--- src/rtl/irq_pkg.sv ---
package irq_pkg;
  localparam int LVL_W      = 3;
  localparam int NUM_LVL    = (1 << LVL_W) - 1;
  localparam int VEC_W      = 8;
  localparam int SR_TRACE_B = 15;
  localparam int SR_SUPV_B  = 13;
  localparam int SR_MASK_LO = 8;

  typedef enum logic {ST_IDLE = 1'b0, ST_WAIT = 1'b1} ack_st_e;

  // Highest maskable level present in a pending vector (0 = none).
  function automatic logic [LVL_W-1:0] highest_maskable(input logic [NUM_LVL:1] pend);
    logic [LVL_W-1:0] r;
    r = '0;
    for (int l = 1; l < NUM_LVL; l++) begin
      if (pend[l]) r = LVL_W'(l);
    end
    return r;
  endfunction

  // Autovector number: base plus level.
  function automatic logic [VEC_W-1:0] autovec(input logic [VEC_W-1:0] base,
                                               input logic [LVL_W-1:0] lvl);
    return base + {{(VEC_W-LVL_W){1'b0}}, lvl};
  endfunction

  // Strict comparison of a level against the mask.
  function automatic logic beats_mask(input logic [LVL_W-1:0] lvl,
                                      input logic [LVL_W-1:0] mask);
    return lvl > mask;
  endfunction
endpackage

--- src/rtl/irq_req_front.sv ---
module irq_req_front
  import irq_pkg::*;
#(
  parameter int                     DED_N   = 3,
  parameter logic [DED_N*LVL_W-1:0] DED_MAP = {3'd7, 3'd6, 3'd1},
  parameter int                     RSV_LVL = 4
) (
  input  logic               clk,
  input  logic               rst_n,
  input  logic               mode_ded,
  input  logic [LVL_W-1:0]   req_enc,
  input  logic [DED_N-1:0]   req_ded,
  input  logic               periph_req,
  input  logic               nmi_clr,
  output logic [NUM_LVL:1]   pend,
  output logic               nmi_edge
);
  logic [NUM_LVL:1] enc_hot;
  logic [NUM_LVL:1] ded_hot;
  logic [NUM_LVL:1] raw;
  logic [NUM_LVL:1] req_q;
  logic             top_d;
  logic             nmi_pend;

  // Encoded mode: one-hot decode, reserved level dropped.
  genvar g;
  generate
    for (g = 1; g <= NUM_LVL; g++) begin : g_enc
      if (g == RSV_LVL) begin : g_rsv
        assign enc_hot[g] = 1'b0;
      end else begin : g_usr
        assign enc_hot[g] = (req_enc == LVL_W'(g));
      end
    end
  endgenerate

  // Per-line mode: each line mapped onto its level.
  always_comb begin
    ded_hot = '0;
    for (int i = 0; i < DED_N; i++) begin
      if (req_ded[i]) ded_hot[DED_MAP[i*LVL_W +: LVL_W]] = 1'b1;
    end
  end

  always_comb begin
    raw = mode_ded ? ded_hot : enc_hot;
    raw[RSV_LVL] = periph_req;
  end

  always_ff @(posedge clk) begin
    if (!rst_n) begin
      req_q    <= '0;
      top_d    <= 1'b0;
      nmi_pend <= 1'b0;
    end else begin
      req_q    <= raw;
      top_d    <= req_q[NUM_LVL];
      nmi_pend <= nmi_edge | (nmi_pend & ~nmi_clr);
    end
  end

  assign nmi_edge = req_q[NUM_LVL] & ~top_d;
  assign pend     = {nmi_pend, req_q[NUM_LVL-1:1]};
endmodule

--- src/rtl/irq_arbiter.sv ---
module irq_arbiter
  import irq_pkg::*;
(
  input  logic [NUM_LVL:1]  pend,
  input  logic [LVL_W-1:0]  mask,
  output logic [LVL_W-1:0]  win_lvl,
  output logic              win_ok,
  output logic              win_nmi
);
  logic [LVL_W-1:0] mlvl;

  always_comb begin
    mlvl    = highest_maskable(pend);
    win_nmi = pend[NUM_LVL];
    win_lvl = win_nmi ? LVL_W'(NUM_LVL) : mlvl;
    win_ok  = win_nmi | beats_mask(mlvl, mask);
  end
endmodule

--- src/rtl/irq_vec_resolve.sv ---
module irq_vec_resolve
  import irq_pkg::*;
#(
  parameter logic [VEC_W-1:0] AUTO_BASE = 8'd24,
  parameter logic [VEC_W-1:0] SPUR_VEC  = 8'd24
) (
  input  logic [LVL_W-1:0] lvl,
  input  logic             dev_vld,
  input  logic [VEC_W-1:0] dev_vec,
  input  logic             auto_req,
  input  logic             berr,
  output logic             resp_any,
  output logic [VEC_W-1:0] vec_out
);
  always_comb begin
    resp_any = dev_vld | auto_req | berr;
    if (berr)          vec_out = SPUR_VEC;
    else if (auto_req) vec_out = autovec(AUTO_BASE, lvl);
    else               vec_out = dev_vec;
  end
endmodule

--- src/rtl/irq_accept_ctrl.sv ---
module irq_accept_ctrl
  import irq_pkg::*;
#(
  parameter int                     SR_W      = 16,
  parameter logic [SR_W-1:0]        SR_RST    = 16'h2700,
  parameter logic [VEC_W-1:0]       AUTO_BASE = 8'd24,
  parameter logic [VEC_W-1:0]       SPUR_VEC  = 8'd24,
  parameter int                     RSV_LVL   = 4,
  parameter int                     DED_N     = 3,
  parameter logic [DED_N*LVL_W-1:0] DED_MAP   = {3'd7, 3'd6, 3'd1}
) (
  input  logic               clk,
  input  logic               rst_n,
  input  logic               mode_ded,
  input  logic [LVL_W-1:0]   req_enc,
  input  logic [DED_N-1:0]   req_ded,
  input  logic               periph_req,
  input  logic               boundary,
  input  logic               sr_wr,
  input  logic [SR_W-1:0]    sr_wdata,
  input  logic               iack_dev,
  input  logic [VEC_W-1:0]   dev_vec,
  input  logic               iack_auto,
  input  logic               iack_berr,
  output logic               ack_start,
  output logic [LVL_W-1:0]   ack_lvl,
  output logic               vec_vld,
  output logic [VEC_W-1:0]   vec,
  output logic [SR_W-1:0]    sr_out,
  output logic [SR_W-1:0]    sr_saved
);
  ack_st_e          st_q;
  logic [SR_W-1:0]  sr_q;
  logic [SR_W-1:0]  sr_taken;
  logic [NUM_LVL:1] pend;
  logic             nmi_edge;
  logic             nmi_clr;
  logic [LVL_W-1:0] win_lvl;
  logic             win_ok;
  logic             win_nmi;
  logic             resp_any;
  logic [VEC_W-1:0] res_vec;

  // Named internal events.
  logic st_wait;
  logic accept_evt;
  logic resp_evt;

  assign st_wait    = (st_q == ST_WAIT);
  assign accept_evt = ~st_wait & boundary & win_ok;
  assign resp_evt   = st_wait & resp_any;
  assign nmi_clr    = accept_evt & win_nmi;

  irq_req_front #(
    .DED_N   (DED_N),
    .DED_MAP (DED_MAP),
    .RSV_LVL (RSV_LVL)
  ) u_front (
    .clk        (clk),
    .rst_n      (rst_n),
    .mode_ded   (mode_ded),
    .req_enc    (req_enc),
    .req_ded    (req_ded),
    .periph_req (periph_req),
    .nmi_clr    (nmi_clr),
    .pend       (pend),
    .nmi_edge   (nmi_edge)
  );

  irq_arbiter u_arb (
    .pend    (pend),
    .mask    (sr_q[SR_MASK_LO +: LVL_W]),
    .win_lvl (win_lvl),
    .win_ok  (win_ok),
    .win_nmi (win_nmi)
  );

  irq_vec_resolve #(
    .AUTO_BASE (AUTO_BASE),
    .SPUR_VEC  (SPUR_VEC)
  ) u_vec (
    .lvl      (ack_lvl),
    .dev_vld  (iack_dev),
    .dev_vec  (dev_vec),
    .auto_req (iack_auto),
    .berr     (iack_berr),
    .resp_any (resp_any),
    .vec_out  (res_vec)
  );

  // Status word as it becomes on acceptance.
  always_comb begin
    sr_taken                          = sr_q;
    sr_taken[SR_TRACE_B]              = 1'b0;
    sr_taken[SR_SUPV_B]               = 1'b1;
    sr_taken[SR_MASK_LO +: LVL_W]     = win_lvl;
  end

  always_ff @(posedge clk) begin
    if (!rst_n) begin
      st_q      <= ST_IDLE;
      sr_q      <= SR_RST;
      sr_saved  <= '0;
      ack_start <= 1'b0;
      ack_lvl   <= '0;
      vec_vld   <= 1'b0;
      vec       <= '0;
    end else begin
      ack_start <= accept_evt;
      vec_vld   <= resp_evt;
      if (accept_evt) begin
        sr_saved <= sr_q;
        sr_q     <= sr_taken;
        ack_lvl  <= win_lvl;
        st_q     <= ST_WAIT;
      end else begin
        if (sr_wr) sr_q <= sr_wdata;
        if (resp_evt) begin
          vec  <= res_vec;
          st_q <= ST_IDLE;
        end
      end
    end
  end

  assign sr_out = sr_q;
endmodule

--- config.mk ---
export PLATFORM = sky130hd
export DESIGN_NAME = irq_accept_ctrl
export DESIGN_NICKNAME = d
export VERILOG_FILES = /design/src/rtl/irq_pkg.sv /design/src/rtl/irq_req_front.sv /design/src/rtl/irq_arbiter.sv /design/src/rtl/irq_vec_resolve.sv /design/src/rtl/irq_accept_ctrl.sv
export SDC_FILE = /design/constraint.sdc
export NUM_CORES = 1
export LEC_CHECK = 0
export ABC_AREA = 0
export BUFFER_PORTS_ARGS = -buffer_cell sky130_fd_sc_hd__buf_4
export CAP_MARGIN = 25
export CORE_ASPECT_RATIO = 1.2
export CORE_MARGIN = 5
export CORE_UTILIZATION = 49
export DETAILED_ROUTE_END_ITERATION = 16
export GPL_TIMING_DRIVEN = 0
export PLACE_DENSITY_LB_ADDON = 0.12
export SLEW_MARGIN = 10
export SYNTH_ARGS = -nofsm -noshare
export SYNTH_HDL_FRONTEND = slang
export SYNTH_HIERARCHICAL = 1
export SYNTH_SLANG_ARGS = --single-unit
--- constraint.sdc ---
create_clock -name clk -period 3.3 [get_ports clk]
set_input_delay 0.33 -clock clk [delete_from_list [all_inputs] [get_ports clk]]
set_output_delay 0.33 -clock clk [all_outputs]
set_load 0.05 [all_outputs]
==> summary.md, run 1 <==
Worst-margin pin slew: 0.437 ns. During I/O placement, the number of pins put on the boundary was 84. The average instance in the mapped netlist occupies 8.84 sq um. The tightest min-delay check is of the primary input to register type.

For this run, the share of the core covered by cells in the final layout is 65.8%. The flow ran to the end, and the final reports show no timing, DRC or antenna violations. The first detailed-routing pass ran for 4 iterations. Clock-pin slew was measured on the worst setup and hold paths at 0.08 ns.

Walking the worst path, the cells encountered are buf_4 -> or3_4 -> ha_1 -> nor2_1 -> a31oi_1 -> a2bb2oi_1 -> and3b_1 -> buf_4 -> buf_6 -> and2_1 -> nor2b_1 -> o21a_1. The number of flip-flops and latches in the synthesized netlist is 55. Once the clock tree was built, the resizer swapped 0 gates to a different size. The post-detailed-route DRC marker count was 0.

Number of nets produced by synthesis: 317. Setup repair after global routing left no endpoint under its margin. Static leakage: 1.43 nW. The routed layout has 2,185 vias. The number of clock sinks seen by CTS came out at 55.

Setup violations remaining at the end of the flow were counted as 0. The cell area that synthesis handed to floorplanning was 2430 sq um. In the final design database the tool counted 406 nets. Initial antenna violation count: 0. The distinct cell type count of the synthesized netlist was 41; the area growth from synthesis to final layout was 31.7%. The initial DRC count is 98, and the power density over the cells is 444 nW/um^2. Setup total negative slack on the finished layout was measured at 0 ns. Among the stages of the critical path, the cell type that occurs most often is buf_4. Per-cell routed wire length: 13.5 um. The clock latency reported for the late side of the worst-skew pair came out at 0.30 ns. The run gives 2 as the number of H-tree levels. The classification of the worst setup path is register to register. STA puts the critical path data arrival time at 2.79 ns.

The fraction of layout cells with a size suffix above 1 was 34.0%. During synthesis, Yosys emitted a total of 6 warnings. Clock tree synthesis selected as its root buffer the cell clkbuf_8. The worst endpoint required time is 3.50 ns, and the area of the core region is 4870 sq um. The max capacitance violation total was 0.

The total setup buffers inserted after CTS is 0. The full die area was 6480 sq um. Critical path's slowest cell: or3_4. The critical path endpoint category was a register. Between clock sinks in the finished design, the worst skew comes to 0.00749 ns. The library cells used most frequently in the layout, excluding fill and tap cells, are buf_4, nand2_1, dfxtp_1.

For the remaining global-route overflow, the log shows 0. The repair_antennas step left the layout with diodes totalling 0. The chip width was 74.3 um. The logs give 70.9% for the relative slew slack and 5 for the number of buffers added by the clock tree synthesis step.

Number of failing hold endpoints at the final stage: 0. The initial core utilization is 49.9%, and the clock period minus final worst setup slack is 2.59 ns. For this run, the register share of the synthesized area comes to 45.3%. IR analysis of the VDD net gives a maximum drop of 0.000279 V. The first global-routing pass estimated 9.20 mm of wire. The filler cell count in the final layout was 451; the synthesized netlist cell count was 275. Summed over all layers, the routed wires come to 5.72 mm.

The max-slew violation total from the final report is 0, and the share of the cycle needed by the critical path after routing is 78.4%. Global routing used 18.3% of the available tracks. After floorplanning, the core was divided into 28 placement rows.

No sink is reached through more buffers than the 2 on the longest clock path. The number of global-route vias before repair was 2,038; the largest stage delay on the critical path was 0.38 ns. The library cell used most frequently in the layout, excluding fill and tap cells, is buf_4.

The vias per cell is 5.14. The run gives 0 as the count of antenna-violating nets left after detailed routing. The number of hold buffers added after CTS was 0. Floorplan die height: 87.2 um. For this run, the top clock speed supported by timing is 386 MHz.

The number of port buffers came out at 82. STA classifies the critical path startpoint as a register. Detailed placement ended at an HPWL of 4.35 mm. Entering global routing, the biggest net connects 16 pins. In this run the worst path has a maximum fanout of 10. At the end of routability-driven placement, the weighted congestion stood at 0.768.

TritonCTS built the clock tree.
==> Yosys cell counts <==
master     instances  area (sq um)
nand2_1           63           236
dfxtp_1           55          1100
a21boi_1          19           143
a21boi_0          12          90.1
nand4_1           11          68.8
nor2_1            11          41.3
buf_2             10          50.1
o21ai_2           10          87.6
buf_4              9          67.6
nand3_1            9          45.0
and2_1             7          43.8
mux2i_1            5          50.1
nor2b_1            5          31.3
o21ai_0            5          25.0
buf_6              4          45.0
inv_1              4          15.0
a211oi_1           3          22.5
clkbuf_1           3          11.3
ha_1               3          37.5
nand2b_1           3          18.8
or3_1              3          18.8
and4b_1            2          20.0
a21o_1             1          7.51
a21oi_1            1          5.00
a2bb2oi_1          1          8.76
a31oi_1            1          6.26
and2_4             1          8.76
and2b_1            1          7.51
and3_1             1          6.26
and3b_1            1          8.76
nand3b_4           1          20.0
nand4b_1           1          8.76
nand4bb_1          1          11.3
nor3_1             1          5.00
nor4bb_1           1          10.0
o21a_1             1          7.51
o21ai_1            1          5.00
or2_1              1          6.26
or3_4              1          11.3
or3b_1             1          8.76
or4b_1             1          10.0
==> per-layer routing <==
metal | vias to the layer above | global-route usage, % | share of wire, %
li1 | 1104 | - | -
met1 | 1008 | 22.6 | 43
met2 | 64 | 31.0 | 49
met3 | 9 | 4.62 | 6.6
met4 | 0 | 5.66 | 1.5
met5 | - | 0 | 0
==> through the flow <==
step	total power (W)	instances	setup WS [ns]	hold WS, ns	cell area (sq um)
5_1_grt	0.00149	425	0.607	0.218	3200
3_5_place_dp	0.00109	417	0.757	0.442	3120
2_1_floorplan	0.000966	275	0.933	0.406	2430
4_1_cts	0.00144	425	0.727	0.210	3200
3_3_place_gp	0.00108	417	0.795	0.433	3120
6_report	0.00142	425	0.712	0.221	3200
==> worst max-delay path, delay by kind of cell (launching register included) <==
kind | cells | cell delay (ns)
and+or+nand+nor | 5 | 0.81
AOI/OAI and AO/OA | 3 | 0.63
buffers and inverters | 3 | 0.43
DFF | 1 | 0.30
adders and majority gates | 1 | 0.30
==> final timing paths <==
check | start | to | slack [ns] | cells after the start
setup / recovery | u_front/req_q[6] | u_front/nmi_pend | 0.71 | 12
hold / removal | req_enc[0] | u_front/req_q[2] | 0.22 | 2
setup reg to reg | u_front/req_q[6] | u_front/nmi_pend | 0.71 | 12
hold reg to reg | sr_saved[13] | sr_saved[13] | 0.46 | 2
==> flip-flops by register name, indices dropped and copies added, names as in the netlist <==
signal and cells:
u_front/req_q 7, u_front/top_d 1, vec 8, vec_vld 1, sr_saved 16, sr_out 16
ack_start 1, u_front/nmi_pend 1, st_q 1, ack_lvl 3
==> area by class of cell <==
type                            instances  area (sq um)  area share [%]
Clock inverter                          1          5.00           0.156
Multi-Input combinational cell        190          1140            35.7
Sequential cell                        55          1100            34.4
Inverter                                4          15.0           0.469
Buffer                                 26           174            5.43
Clock buffer                            7          76.3            2.38
Tap cell                               60          75.1            2.34
Timing Repair Buffer                   82           616            19.2
==> power by group <==
| part | total, W | internal [W] | leakage [nW] | switching [W] |
|---|---|---|---|---|
| sequential | 0.000719 | 0.000697 | 0.448 | 0.0000219 |
| clock | 0.000353 | 0.000149 | 0.0422 | 0.000203 |
| combinational | 0.000351 | 0.000136 | 0.941 | 0.000214 |
==> kinds of logic after synthesis <==
kind of cell	share of synthesized area, %
AOI/OAI and AO/OA	16.8
adders and majority gates	1.54
buffers and inverters	7.77
DFF	45.3
muxes	2.06
and+or+nand+nor	26.6
Note: power is estimated with default switching activity, not from simulation.
==> run 2: changes to the inputs <==
--- a/config.mk
+++ b/config.mk
@@ -5,7 +5,7 @@
 export SDC_FILE = /design/constraint.sdc
 export NUM_CORES = 1
 export LEC_CHECK = 0
-export ABC_AREA = 0
+export ABC_AREA = 1
 export BUFFER_PORTS_ARGS = -buffer_cell sky130_fd_sc_hd__buf_4
 export CAP_MARGIN = 25
 export CORE_ASPECT_RATIO = 1.2
==> constraint.sdc (replaced) <==
create_clock -name clk -period 2.5 [get_ports clk]
set_input_delay 0.25 -clock clk [delete_from_list [all_inputs] [get_ports clk]]
set_output_delay 0.25 -clock clk [all_outputs]
set_load 0.05 [all_outputs]
==> summary.md, run 2 <==
The per-cell routed wire length is 11.1 um (-18%). For the initial antenna violation count, the log shows 0 (unchanged). For the area of the core region, the log shows 4870 sq um (unchanged).

The number of detailed-routing iterations run before antenna repair was 4 (unchanged). STA classifies the critical path endpoint as a register. The slowest stage of the critical path belongs to the cell dfxtp_1. Post-cts sizing count: 0 (unchanged).

The area growth from synthesis to layout is 31.9%. The clock latency reported for the late side of the worst-skew pair was 0.31 ns (about the same). In this run the critical register-to-register path is launched from u_front/req_q[3]. The row count was 28 (unchanged); the clock period minus final worst setup slack was 2.26 ns (-0.327 ns). The tools report the post-layout instance count excluding filler cells as 485 (+14%). The logs give 477 (+14%) for the number of placed cells counting well taps and 0 (unchanged) for the number of buffers inserted for hold repair after clock tree synthesis.

The most frequent standard cell in the layout excluding fill and tap cells was nand2_1. The flow ran to the end, and the final reports show no timing, DRC or antenna violations. The maximum operating frequency is 442 MHz (+14%). The run gives 91 (-7.1%) as the initial DRC count. The critical-path maximum fanout is 10 (unchanged), and the post-detailed-route DRC marker count is 0 (unchanged). The cell count of the worst reg-to-reg path is 14 (+2). The filler cell count in the final layout is 476 (+5.5%). The power density over the cells is 619 nW/um^2 (+39%). The path with the worst hold slack has its endpoint at u_front/req_q[4].

The run gives 0.24 ns (-0.47 ns) as the setup slack of the worst register-to-register path. The floorplan die height works out to 86.8 um (-0.44%). Setup repair after global routing left no endpoint under its margin. The logs give 68.3% (-2.6 points) for the relative slew slack and 0.0103 ns (+0.00282 ns) for the worst clock skew on the final layout. The worst endpoint required time is 2.71 ns (-0.79 ns). The top-level port count is 84 (unchanged), and the summed area of non-filler cells in the final layout is 3180 sq um (-0.86%). The run gives 0.277 ns (-0.480 ns) as the worst setup timing slack at the placement stage.

The number of instances on the worst hold path is 3 (+1), and the largest stage delay on the critical path is 0.30 ns (-0.08 ns). Number of port buffers: 81 (-1.2%). The number of H-tree levels was 2 (unchanged).

The number of clock sinks seen by CTS was 55 (unchanged); the fraction of layout cells with a size suffix above 1 was 28.2% (-5.7 points). Worst-margin pin slew: 0.476 ns (+0.0392 ns). The top cell types in the final layout, fill and taps aside, are nand2_1, buf_4, dfxtp_1.

The total setup buffers inserted after CTS is 0 (unchanged), and the setup slack after layout is 0.239 ns (-0.473 ns). The share of the cycle needed by the critical path after routing works out to 90.4% (+12 points). The chip width is 74 um (-0.42%). The synthesized area divided by synthesized cell count is 7.17 sq um (-19%), and the warning count from the yosys run is 6 (unchanged).

The cell family contributing the most delay on the critical path is simple AND/OR/NAND/NOR gates. The peak supply drop was 0.000334 V (+20%); the remaining global-route overflow was 0 (unchanged). The number of nets produced by synthesis was 378 (+19%). The logs give 0 ns (unchanged) for the setup TNS and 5 (unchanged) for the number of buffers added by the clock tree synthesis step.

The netlist area before placement was 2410 sq um (-0.98%). For the vias after detailed routing, the log shows 2,219 (+1.6%). The vias per cell is 4.58 (-11%), and the max capacitance violation total is 0 (unchanged). The classification of the worst setup path is register to register.

The overall fraction of global-route tracks in use was 17.3% (-1.0 points); the clock transition at the register clock pins on the worst setup and hold paths after CTS was 0.09 ns (about the same). The antenna cell count was 0 (unchanged); the largest buffer count on any clock path was 2 (unchanged). Routed wire length: 5.37 mm (-6.1%). Worst hold path class: primary input to register. The count of antenna-violating nets left after detailed routing was 0 (unchanged). The max-slew violation total from the final report is 0 (unchanged). The buffer and inverter count on the worst path is 2 (-1). The tools report the first-pass GRT wire length as 8.71 mm (-5.3%). The worst hold path begins at periph_req. The tools report the terminus of the critical flop-to-flop path as sr_saved[1]. Library cell appearing most often on the critical path: nand2_1. The logs give 4.13 mm (-5.1%) for the placed wire-length estimate and 1.70 nW (+19%) for the static leakage. The number of global-route vias before repair was 2,057 (+0.93%).

The synthesized netlist cell count came out at 336 (+22%). The number of setup violations in the final report came out at 0 (unchanged). Buffer type at the clock tree root: clkbuf_8.

The number of failing hold endpoints at the final stage came out at 0 (unchanged). Maximum number of pins on one net before global-route repair: 17 (+1). The critical path goes through buf_4 -> o21ai_0 -> nand2_1 -> ha_1 -> nand2_1 -> o21ai_0 -> nand2_1 -> nand2_1 -> nand2_1 -> nor2_4 -> nor2_4 -> buf_6 -> nand2_1 -> nand2_1.

Nature of the critical path startpoint: a register. The logs give 49.5% (-0.49 points) for the initial core utilization and 0.821 (+6.9%) for the routability congestion estimate from global placement. The logs give 6420 sq um (-0.86%) for the full die area and 3090 sq um (-1.0%) for the total placed instance area. For the final net count, the log shows 466 (+15%). TritonCTS built the clock tree. The critical path arrival was 2.47 ns (-0.32 ns).
-- run 2: where the power goes --
| part | switching (W) | internal (W) |
|---|---|---|
| clock | 0.000276 | 0.000196 |
| sequential | 0.0000385 | 0.000932 |
| combinational | 0.000341 | 0.000183 |
-- run 2: per-layer routing --
layer  global-route usage [%]  wire (um)  share of wire [%]
met1                     18.5       2180                 41
met2                     31.5       2640                 49
met3                     5.92        480                8.9
met4                     4.94         68                1.3
met5                        0          0                  0
-- run 2: layout make-up --
type	count	area [sq um]	area share, %
Timing Repair Buffer	81	608	19.1
Clock buffer	6	72.6	2.28
Clock inverter	2	12.5	0.394
Buffer	20	143	4.49
Sequential cell	55	1100	34.7
Tap cell	60	75.1	2.36
Inverter	41	154	4.84
Multi-Input combinational cell	220	1010	31.8
-- run 2: worst min-delay path: stages --
cell	delay, ns
buf_4	0.07
nand2_1	0.04
inv_1	0.04
-- run 2: how the worst max path moves through the flow --
stage | start | endpoint | slack (ns) | depth (start not counted)
5_1_grt | u_front/req_q[3] | sr_saved[3] | 0.02 | 14
2_1_floorplan | sr_out[10] | u_front/nmi_pend | 0.38 | 13
3_5_place_dp | u_front/req_q[3] | sr_saved[1] | 0.28 | 14
4_1_cts | u_front/req_q[3] | sr_saved[1] | 0.26 | 14
6_report | u_front/req_q[3] | sr_saved[1] | 0.24 | 14
3_3_place_gp | u_front/req_q[3] | sr_saved[9] | 0.31 | 14
-- run 2: through the flow --
step,hold WS [ns],utilization (%),total power [W]
after global placement,0.413,63.5,0.00151
after detailed placement,0.417,63.5,0.00152
after CTS,0.118,65.2,0.00199
after global routing,0.133,65.2,0.00207
after floorplan,0.348,-,0.00134
final,0.130,65.2,0.00197
